File: config.mk
export PLATFORM = sky130hd
export DESIGN_NAME = pflash_word_fetch
export DESIGN_NICKNAME = d
export VERILOG_FILES = /design/src/rtl/pfw_pkg.sv /design/src/rtl/pfw_seq.sv /design/src/rtl/pfw_addr_gen.sv /design/src/rtl/pfw_pack.sv /design/src/rtl/pflash_word_fetch.sv
export SDC_FILE = /design/constraint.sdc
export NUM_CORES = 1
export LEC_CHECK = 0
export BUFFER_PORTS_ARGS = -buffer_cell sky130_fd_sc_hd__buf_2
export CORE_ASPECT_RATIO = 1.25
export CORE_MARGIN = 4
export CORE_UTILIZATION = 25
export CTS_CLUSTER_DIAMETER = 120
export DETAILED_ROUTE_END_ITERATION = 6
export SLEW_MARGIN = 10
export SYNTH_ARGS = -nofsm -noshare
export SYNTH_HDL_FRONTEND = slang
export SYNTH_SLANG_ARGS = --single-unit
File: constraint.sdc
create_clock -name clk -period 3.12 [get_ports clk]
set_clock_uncertainty 0.1 [all_clocks]
set_input_delay 0.624 -clock clk [delete_from_list [all_inputs] [get_ports clk]]
set_output_delay 0.624 -clock clk [all_outputs]
set_load 0.01 [all_outputs]
File: src/rtl/pfw_pkg.sv
package pfw_pkg;

   typedef enum logic [1:0] {
      ST_IDLE = 2'd0,
      ST_ACC  = 2'd1,
      ST_GAP  = 2'd2
   } pfw_state_e;

   // index of the final bus read for a word size / bus width pair
   function automatic logic [1:0] last_read_idx(input logic [1:0] size, input logic wide);
      logic [1:0] r;
      if (wide) r = (size >= 2'd2) ? 2'd1 : 2'd0;
      else      r = (size == 2'd0) ? 2'd0 : ((size == 2'd1) ? 2'd1 : 2'd3);
      return r;
   endfunction

endpackage

File: src/rtl/pfw_seq.sv
module pfw_seq
   import pfw_pkg::*;
#(
   parameter int WAIT_CYC = 4,
   parameter int IDX_W    = 2
) (
   input  logic             clk,
   input  logic             rst_n,
   input  logic             start,
   input  logic [IDX_W-1:0] last_idx_in,
   output pfw_state_e       state,
   output logic [IDX_W-1:0] rd_idx,
   output logic             sample,
   output logic             fin
);

   localparam int WCNT_W = (WAIT_CYC > 1) ? $clog2(WAIT_CYC) : 1;
   localparam logic [WCNT_W-1:0] WCNT_END = WCNT_W'(WAIT_CYC - 1);

   logic [WCNT_W-1:0] wcnt;
   logic [IDX_W-1:0]  last_idx;

   assign sample = (state == ST_ACC) && (wcnt == WCNT_END);
   assign fin    = (state == ST_GAP) && (rd_idx == last_idx);

   always_ff @(posedge clk or negedge rst_n) begin
      if (!rst_n) begin
         state    <= ST_IDLE;
         wcnt     <= '0;
         rd_idx   <= '0;
         last_idx <= '0;
      end else begin
         case (state)
            ST_IDLE: begin
               if (start) begin
                  state    <= ST_ACC;
                  wcnt     <= '0;
                  rd_idx   <= '0;
                  last_idx <= last_idx_in;
               end
            end
            ST_ACC: begin
               if (wcnt == WCNT_END) state <= ST_GAP;
               else                  wcnt  <= wcnt + 1'b1;
            end
            ST_GAP: begin
               wcnt <= '0;
               if (fin) begin
                  state <= ST_IDLE;
               end else begin
                  rd_idx <= rd_idx + 1'b1;
                  state  <= ST_ACC;
               end
            end
            default: state <= ST_IDLE;
         endcase
      end
   end

endmodule

File: src/rtl/pfw_addr_gen.sv
module pfw_addr_gen #(
   parameter int ADDR_W = 20,
   parameter int IDX_W  = 2
) (
   input  logic [ADDR_W-1:0] base,
   input  logic              wide,
   input  logic [IDX_W-1:0]  idx,
   output logic [ADDR_W-1:0] addr
);

   logic [ADDR_W-2:0] half_addr;
   logic [ADDR_W-1:0] byte_addr;

   // halfword pointer wraps in ADDR_W-1 bits, byte pointer in ADDR_W bits
   assign half_addr = base[ADDR_W-1:1] + (ADDR_W-1)'(idx);
   assign byte_addr = base + ADDR_W'(idx);
   assign addr      = wide ? {1'b0, half_addr} : byte_addr;

endmodule

File: src/rtl/pfw_pack.sv
module pfw_pack #(
   parameter int DATA_W = 16,
   parameter int WORD_W = 32
) (
   input  logic              clk,
   input  logic              rst_n,
   input  logic              clear,
   input  logic              sample,
   input  logic              wide,
   input  logic              one_byte,
   input  logic              lane_lo,
   input  logic [DATA_W-1:0] din,
   output logic [WORD_W-1:0] acc
);

   localparam int NLANES = DATA_W / 8;

   logic [7:0] lanes [NLANES];
   logic [7:0] byte_sel;

   for (genvar g = 0; g < NLANES; g++) begin : g_lane
      assign lanes[g] = din[g*8 +: 8];
   end

   // top lane carries the lower-addressed byte on a wide bus
   assign byte_sel = (wide && !lane_lo) ? lanes[NLANES-1] : lanes[0];

   always_ff @(posedge clk or negedge rst_n) begin
      if (!rst_n) begin
         acc <= '0;
      end else if (clear) begin
         acc <= '0;
      end else if (sample) begin
         if (wide && !one_byte) acc <= {acc[WORD_W-DATA_W-1:0], din};
         else                   acc <= {acc[WORD_W-9:0], byte_sel};
      end
   end

endmodule

File: src/rtl/pflash_word_fetch.sv
module pflash_word_fetch
   import pfw_pkg::*;
#(
   parameter int ADDR_W   = 20,
   parameter int DATA_W   = 16,
   parameter int WORD_W   = 32,
   parameter int WAIT_CYC = 4
) (
   input  logic              clk,
   input  logic              rst_n,
   input  logic              req_valid,
   input  logic [ADDR_W-1:0] req_addr,
   input  logic [1:0]        req_size,
   input  logic              req_wide,
   output logic              busy,
   output logic              done,
   output logic [WORD_W-1:0] rdata,
   output logic [ADDR_W-1:0] mem_addr,
   input  logic [DATA_W-1:0] mem_din,
   output logic              mem_cs1_n,
   output logic              mem_cs2_n,
   output logic              mem_oe_n,
   output logic              mem_we_n
);

   localparam int IDX_W = 2;

   if (DATA_W != 16) begin : g_bad_data
      $error("pflash_word_fetch: DATA_W must be 16");
   end
   if (WORD_W != 32) begin : g_bad_word
      $error("pflash_word_fetch: WORD_W must be 32");
   end
   if (WAIT_CYC < 1) begin : g_bad_wait
      $error("pflash_word_fetch: WAIT_CYC must be at least 1");
   end
   if (ADDR_W < 2) begin : g_bad_addr
      $error("pflash_word_fetch: ADDR_W too small");
   end

   pfw_state_e        state;
   logic [IDX_W-1:0]  rd_idx;
   logic              sample;
   logic              fin;
   logic              start;
   logic [ADDR_W-1:0] base_q;
   logic              wide_q;
   logic              one_q;

   assign start = req_valid && (state == ST_IDLE);

   always_ff @(posedge clk or negedge rst_n) begin
      if (!rst_n) begin
         base_q <= '0;
         wide_q <= 1'b0;
         one_q  <= 1'b0;
      end else if (start) begin
         base_q <= req_addr;
         wide_q <= req_wide;
         one_q  <= (req_size == 2'd0);
      end
   end

   pfw_seq #(
      .WAIT_CYC (WAIT_CYC),
      .IDX_W    (IDX_W)
   ) u_seq (
      .clk         (clk),
      .rst_n       (rst_n),
      .start       (start),
      .last_idx_in (last_read_idx(req_size, req_wide)),
      .state       (state),
      .rd_idx      (rd_idx),
      .sample      (sample),
      .fin         (fin)
   );

   pfw_addr_gen #(
      .ADDR_W (ADDR_W),
      .IDX_W  (IDX_W)
   ) u_addr (
      .base (base_q),
      .wide (wide_q),
      .idx  (rd_idx),
      .addr (mem_addr)
   );

   pfw_pack #(
      .DATA_W (DATA_W),
      .WORD_W (WORD_W)
   ) u_pack (
      .clk      (clk),
      .rst_n    (rst_n),
      .clear    (start),
      .sample   (sample),
      .wide     (wide_q),
      .one_byte (one_q),
      .lane_lo  (base_q[0]),
      .din      (mem_din),
      .acc      (rdata)
   );

   assign busy      = (state != ST_IDLE);
   assign done      = fin;
   assign mem_cs1_n = (state != ST_ACC);
   assign mem_oe_n  = (state != ST_ACC);
   assign mem_cs2_n = 1'b1;
   assign mem_we_n  = 1'b1;

endmodule

Word level (Yosys, flattened, before mapping)

Index checks and enable logic that the tools add are counted.

Bits in registers: 62
Input port bits: 42

Add/subtract/negate cells: 4
Order comparisons: 1
Eq/ne operators: 10
Multiplexer cells: 18
Reductions and logical operators: 17

Operators by type and width:

| operator            | number |
|---|---|
| $mux 32             | 3 |
| $add 20x2->20       | 1 |
| $mux 20             | 1 |
| $add 19x2->19       | 1 |
| $mux 2              | 8 |
| $pmux 2 s3          | 2 |
| $mux 8              | 1 |
| $ne 2x2->1 const B  | 4 |
| $reduce_and 3->1    | 2 |
| $reduce_bool 2->1   | 3 |
| $logic_and 1x1->1   | 5 |
| $add 2x1->2 const B | 2 |
| $eq 2x1->1 const B  | 2 |
| $eq 2x2->1 const B  | 2 |
| $logic_not 2->1     | 2 |
| $pmux 2 s2          | 1 |
| $reduce_and 2->1    | 2 |
| $reduce_bool 3->1   | 1 |
| $eq 2x2->1          | 1 |
| $ge 2x2->1 const B  | 1 |
| $logic_not 1->1     | 2 |
| $mux 1              | 2 |
| $ne 2x1->1 const B  | 1 |

Depth between registers and ports, before layout

Gate-level depths: netlist of run 1.

Word-level depth: 6
Mapped depth: 9

Modules after synthesis

Synthesis of run 1 repeated with hierarchy kept, for this count alone.

Cell total of the unflattened synthesis: 423
Area, all modules: 3933.8 um^2

By module, submodules not included:

| module            | instances | cells each | area each (um^2) |
|---|---|---|---|
| pfw_pack          | 1         | 181        | 1579.0 |
| pfw_addr_gen      | 1         | 141        | 1009.7 |
| pflash_word_fetch | 1         | 57         | 899.6 |
| pfw_seq           | 1         | 44         | 445.4 |

Worst setup path before layout of run 1

Ideal clock, no wire load.

Kind: reg-to-output
From: register u_seq.rd_idx[0]
To: output mem_addr[14]
Arrival: 2.350 ns
Data required time: 2.396 ns
Path slack: 0.046 ns
Stages on the path, launching flop included: 9
Buffers on the path: 0
Cells stage by stage: dfrtp_1 > ha_1 > inv_1 > fa_1 > nand3b_1 > nor4_2 > nor2b_1 > o22ai_1 > a211oi_1

Longest elaborated chain between the ends: 2
Elaborated cells on any way between the ends: 3
Those cells by class: add/sub: 2; mux: 1

RTL lines:

| element                                        | RTL line                               | text |
|---|---|---|
| start: declaration                             | pfw_seq.sv:12                          | `output logic [IDX_W-1:0] rd_idx,` |
| start signal: assignment                       | pfw_seq.sv:51                          | `rd_idx <= rd_idx + 1'b1;` |
| $add 20x2->20 or $add 19x2->19 (tied branches) | pfw_addr_gen.sv:16, pfw_addr_gen.sv:15 |  |
| $mux 20 (*)                                    | pfw_addr_gen.sv:17                     | `assign addr = wide ? {1'b0, half_addr} : byte_addr;` |
| end: declaration                               | pflash_word_fetch.sv:18                | `output logic [ADDR_W-1:0] mem_addr,` |

Every way passes the cells marked *; elsewhere a longest branch is shown, timed or not.

Final worst setup path of run 1

Ends and elaborated chain as after synthesis.

==> run_results.csv, run 1 <==
group,metric,value,unit
run,maxCapViolations,0,
cts,cts_max_path_buffers,2,
grt,grtUsageMet1,0.162,
routing,drt_iter0_markers,200,
yosys,ys_async_sr_fraction,1.00,
run_status,status,"finished with violations",
power,leakagePower,0.00236,uW
power,peakVddDrop,333,uV
grt,met2_usage,0.218,
critical_path,cp.required,2.40,ns
cts,clk_latency,0.32,ns
timing,rsz0062_at_grt,"true",
routing,drc,0,
placement,dpl.hpwl,8200,um
yosys,ys_ff_latch,62,
routing,num_vias,3541,
routing,drt-total-wl,11000,um
hold_path,hold_class,"input port to async pin",
cells_and_area,antenna_cells,0,
run_status,violations,"negative setup slack",
floorplan,core,0.0145,mm2
yosys,syn-cell-area,0.00375,mm2
cts,root_buffer,"clkbuf_16",
cells_and_area,layout-drive-gt1-share,0.316,
floorplan,die_x,118,um
grt,grt_pass1_wl,18600,um
yosys,netlist_instances,442,
grt,antenna_found_initial,2,
grt,gr-usage-all-layers,0.131,
critical_path,worstPathMaxFanout,7,
placement,portBuffers,97,
floorplan,pin_count,100,
floorplan,die_h,145,um
routing,viasPerCell,4.86,
floorplan,num_rows,49,
grt,grt_max_degree,63,
floorplan,start_util,0.258,
grt,grt-ovfl-total,0,
cts,htree_levels,3,
cells_and_area,area_delta_synth_final,31.0,%
cts,clkSlewWorstSetupHoldPaths,0.05,ns
critical_path,crit_type,"flip-flop to primary output",
timing,clock.fmax,316,MHz
cts,cts_tree,"yes",
routing,wire_per_inst,15.1,um
yosys,syn_area_per_cell,8.50,um2
critical_path,start_kind,"flip-flop",
timing,slew_headroom,0.456,
timing,fin_crit,3.16,ns
critical_path,setup.worst_path.end_class,"primary output",
yosys,synth_cell_type_count,47,
cts,cts_hold_buffers,0,
yosys,ys_seq_area_frac,0.413,
grt,grt_busiest_layer,"met2",
power,cellPowerDensity,921,mW/mm2
cts,cts_sinks,62,
critical_path,arrival,2.44,ns
timing,slew_viol_final,0,
cells_and_area,final_cells,729,
floorplan,dieArea,0.0171,mm2
timing,setup_viol,4,
cts,cts_made_buffers,9,
placement,place_congestion,0.835,
yosys,ys.flop_type,"dfrtp_1",
timing,holdWs,0.359,ns
timing,worst_pin_slew,0.817,ns
grt,grt_util_met3,0.0413,
placement,placed_cells,706,
yosys,ys_warn_count,0,
grt,grt_pass1_vias,3740,
timing,min_period_over_period,1.01,
timing,hold_viol_final,0,
cells_and_area,nets,597,
routing,firstDrtPassIters,4,
routing,ant_nets,0,
yosys,synth-edff-count,0,
timing,fin_ws,-0.0410,ns
==> timing repair <==
action / CTS / global route
setup buffers: 7 / 2
pin swaps: 6 / 8
endpoints found under the hold margin: 0 / 0
setup endpoints to repair: 9 / 11
resized for setup: 15 / 12
==> cell type report <==
cell class / count / area, um2
clock inverter: 3 / 22.5
timing repair buffer: 127 / 711
inverter: 16 / 60.1
tap: 178 / 223
fill: 1500 / 9610
sequential: 62 / 1550
clock buffer: 11 / 243
multi-input combinational: 332 / 2110
==> per-layer routing <==
layer  share of wire  up-vias
met5          0.0024        -
met4           0.016        4
met3           0.070       20
met2            0.48      119
met1            0.43     1689
li1                -     1709
==> through the flow <==
stage          total power, uW  setup WS, ns  area [um2]  TNS, ns   util
3_5_place_dp              3570        0.0671        4480        0  0.309
3_3_place_gp              3510         0.157        4480        0  0.309
2_1_floorplan             2780        0.0455        3760        0      -
6_report                  4530       -0.0410        4920   -0.133  0.339
4_1_cts                   4540       -0.0839        4860   -0.195  0.334
5_1_grt                   4910        -0.187        4920    -1.04  0.339
==> path summary, 6_finish.rpt <==
| check | slack [ns] | endpoint | startpoint | cells past startpoint |
|---|---|---|---|---|
| min in group clk | 0.38 | u_pack.acc[27] | u_pack.acc[27] | 2 |
| setup reg to reg | 1.10 | u_pack.acc[11] | wide_q | 6 |
| hold reg to reg | 0.38 | u_pack.acc[27] | u_pack.acc[27] | 2 |
| hold / removal | 0.36 | u_pack.acc[29] | rst_n | 2 |
| max in group asynchronous | 1.97 | u_seq.rd_idx[1] | rst_n | 2 |
| setup / recovery | -0.04 | mem_addr[14] | u_seq.rd_idx[0] | 9 |
==> power by group <==
| group | switching, uW | internal [uW] | total [uW] | leakage (uW) |
|---|---|---|---|---|
| Sequential | 361 | 1090 | 1450 | 0.000813 |
| Clock | 349 | 550 | 899 | 0.000120 |
| Combinational | 1250 | 933 | 2180 | 0.00142 |
==> cell families after synthesis <==
logic type / after synthesis / synth area share
DFF: 62 / 0.413
AOI/OAI and AO/OA: 88 / 0.135
muxes: 37 / 0.0990
buffers and inverters: 49 / 0.0563
other: 1 / 0.000999
adders and majority gates: 7 / 0.0273
and+or+nand+nor: 174 / 0.212
xor gates and xnor gates: 24 / 0.0560
==> flip-flops by register name (all words and copies together), names as in the netlist <==
register	flops
u_seq.state	2
u_pack.acc	32
base_q	20
wide_q	1
u_seq.last_idx	2
u_seq.wcnt	2
one_q	1
u_seq.rd_idx	2
==> worst max-delay path: stages (launching register included) <==
cell	delay, ns
dfrtp_1	0.36
ha_2	0.19
inv_2	0.04
fa_2	0.36
nand3b_1	0.24
nor4_2	0.20
buf_4	0.21
o22ai_2	0.09
a211oi_2	0.26
buf_2	0.17
==> cells in the mapped netlist, types with 4 or more instances <==
cell type    n  area share
buf_2       13       0.017
nor2b_1      5      0.0083
nand4_1      6       0.010
o21ai_0     57       0.076
nand3b_1     4      0.0080
nand2_1    108        0.11
and3_1       5      0.0083
xor2_1       7       0.016
ha_1         5       0.017
nand3_1      4      0.0053
dfrtp_1     62        0.41
nor3_1       5      0.0067
clkbuf_1    15       0.015
xnor2_1     17       0.040
a21oi_1      8       0.011
inv_1       16       0.016
mux2i_1     36       0.096
nor2_1      21       0.021
==> layout by cell type (no fill, tap or decap), types with 9 or more instances in the layout <==
cell	instances
mux2i_1	36
xnor2_1	17
nand2_1	107
o21ai_0	56
clkbuf_16	9
buf_4	30
nor2_1	17
buf_2	97
inv_1	15
dfrtp_1	60
Note: power is estimated with default switching activity, not from simulation.
==> run 2, diff against run 1 <==
--- a/config.mk
+++ b/config.mk
@@ -7,7 +7,6 @@
 export LEC_CHECK = 0
 export BUFFER_PORTS_ARGS = -buffer_cell sky130_fd_sc_hd__buf_2
 export CORE_ASPECT_RATIO = 1.25
-export CORE_MARGIN = 4
 export CORE_UTILIZATION = 25
 export CTS_CLUSTER_DIAMETER = 120
 export DETAILED_ROUTE_END_ITERATION = 6
==> run 2 against run 1 <==
Effect of this change:
- the run ends with design-rule violations, negative setup slack left
- wire length shrank 4.6%
- sequential power is essentially flat
- utilization grew 0.25 points
- cell area grew 0.74%
- register-to-register slack lost 0.02 ns
- sequential cell count is the same
- die area shrank 9.0%
- critical path depth shrank 2
- fmax shrank 0.12%
- first-iteration DRC count shrank 39%
- final cell count grew 0.69%
- setup slack lost 0.0038 ns
- critical endpoint is now mem_addr[13]
- largest cell class unchanged
==> run_results.csv, run 2 (synthesis gave the netlist of run 1 again) <==
group,metric,value,unit
cts,clk_latency,0.32,ns
critical_path,reg2reg_from,"u_seq.wcnt[0]",
timing,setup_viol,5,
cts,cts_sinks,62,
timing,hold_viol_final,0,
timing,rsz0062_at_grt,"true",
run,maxCapViolations,0,
cts,clkSlewWorstSetupHoldPaths,0.06,ns
grt,gr-usage-all-layers,0.137,
placement,place_area,0.00450,mm2
cells_and_area,design_area,0.00495,mm2
grt,antenna_found_initial,1,
cts,cts_tree,"yes",
floorplan,core,0.0145,mm2
grt,grt_busiest_layer,"met2",
routing,firstDrtPassIters,7,
grt,met2_usage,0.238,
timing,slew_headroom,0.502,
cts,root_buffer,"clkbuf_16",
critical_path,crit_type,"flip-flop to primary output",
critical_path,r2r-end,"u_pack.acc[31]",
timing,worst_pin_slew,0.744,ns
timing,clock.fmax,316,MHz
power,peakVddDrop,340,uV
cells_and_area,area_delta_synth_final,32.0,%
cells_and_area,largest_register,"u_pack.acc",
critical_path,arrival,2.44,ns
grt,grt_pass1_vias,3467,
critical_path,r2r_slack,1.08,ns
placement,dpl.hpwl,7780,um
routing,viasPerCell,4.82,
cts,htree_levels,3,
timing,slew_viol_final,0,
critical_path,worstPathMaxFanout,5,
run_status,status,"finished with violations",
grt,grt_max_degree,34,
critical_path,reg2reg_depth,9,
timing,fin_crit,3.16,ns
routing,drc,4,
routing,num_vias,3538,
floorplan,die_h,139,um
floorplan,start_util,0.258,
critical_path,start_kind,"flip-flop",
timing,fin_ws,-0.0448,ns
cells_and_area,top_regs,"u_pack.acc: 32 flops, base_q: 20 flops",
grt,grt-ovfl-total,0,
cells_and_area,nets,600,
cells_and_area,largest_reg_flops,32,
cells_and_area,mostFrequentLayoutCells,"nand2_1 (107), buf_2 (97), dfrtp_1 (60), o21ai_0 (54), mux2i_1 (36)",
hold_path,hold_class,"input port to async pin",
cells_and_area,antenna_cells,0,
routing,wire_per_inst,14.3,um
cts,cts_hold_buffers,0,
cells_and_area,layout_commonest_cell,"nand2_1",
run_status,violations,"design-rule violations, negative setup slack",
critical_path,cp.required,2.40,ns
floorplan,num_rows,49,
placement,portBuffers,97,
cells_and_area,layout-drive-gt1-share,0.322,
cts,cts_made_buffers,9,
floorplan,die_x,112,um
cts,cts_max_path_buffers,2,
routing,ant_nets,0,
placement,place_congestion,0.812,
floorplan,dieArea,0.0155,mm2
grt,grt_pass1_wl,17200,um
power,leakagePower,0.00238,uW
floorplan,pin_count,100,
timing,min_period_over_period,1.01,
grt,grtUsageMet1,0.161,
routing,drt-total-wl,10500,um
grt,grt_util_met3,0.0463,
power,power.total,4560,uW
routing,drt_iter0_markers,123,
power,cellPowerDensity,920,mW/mm2
critical_path,setup.worst_path.end_class,"primary output",
## run 2: metal layers
layer	share of wire	wire [um]
met5	0.0010	11
met4	0.012	123
met3	0.073	773
met2	0.50	5290
met1	0.41	4320
## run 2: metrics by stage
step	util	std cells	worst slack [ns]	TNS (ns)	hold WS, ns
floorplan	-	443	0.0455	0	0.228
global placement	0.309	706	0.00571	0	0.359
detailed placement	0.309	706	0.0369	0	0.374
CTS	0.336	732	-0.121	-0.414	0.249
global route	0.341	734	-0.163	-0.840	0.282
finish	0.341	734	-0.0448	-0.102	0.235
## run 2: worst max-delay path by stage
stage | start | to | slack (ns)
floorplan | u_seq.rd_idx[0] | mem_addr[14] | 0.05
global placement | u_seq.rd_idx[1] | mem_addr[14] | 0.006
detailed placement | u_seq.rd_idx[1] | mem_addr[14] | 0.04
CTS | base_q[0] | mem_addr[14] | -0.12
global route | u_seq.rd_idx[1] | mem_addr[13] | -0.16
finish | u_seq.rd_idx[1] | mem_addr[13] | -0.04
## run 2: repair_timing
| action | CTS | global route |
|---|---|---|
| pin swaps | 9 | 10 |
| resized for setup | 15 | 13 |
| endpoints found under the setup margin | 9 | 10 |
| buffers inserted | 10 | 2 |
## run 2: critical path, stage by stage (launching register included)
cell and delay [ns]:
dfrtp_1 0.43, ha_1 0.35, a21oi_2 0.07, or4b_4 0.55
o21a_1 0.20, o21a_1 0.17, a311oi_2 0.18, buf_2 0.17
## run 2: area by class of cell
type                            count  area [um2]
Clock buffer                       11         243
Clock inverter                      5        35.0
Fill cell                        1505        9580
Inverter                           16        60.1
Multi-Input combinational cell    332        2090
Sequential cell                    62        1550
Tap cell                          178         223
Timing Repair Buffer              130         746
## run 2: where the power goes
group	switching, uW	internal [uW]	total, uW
logic	1250	957	2210
registers	351	1090	1440
clock network	354	558	912
total	1960	2600	4560
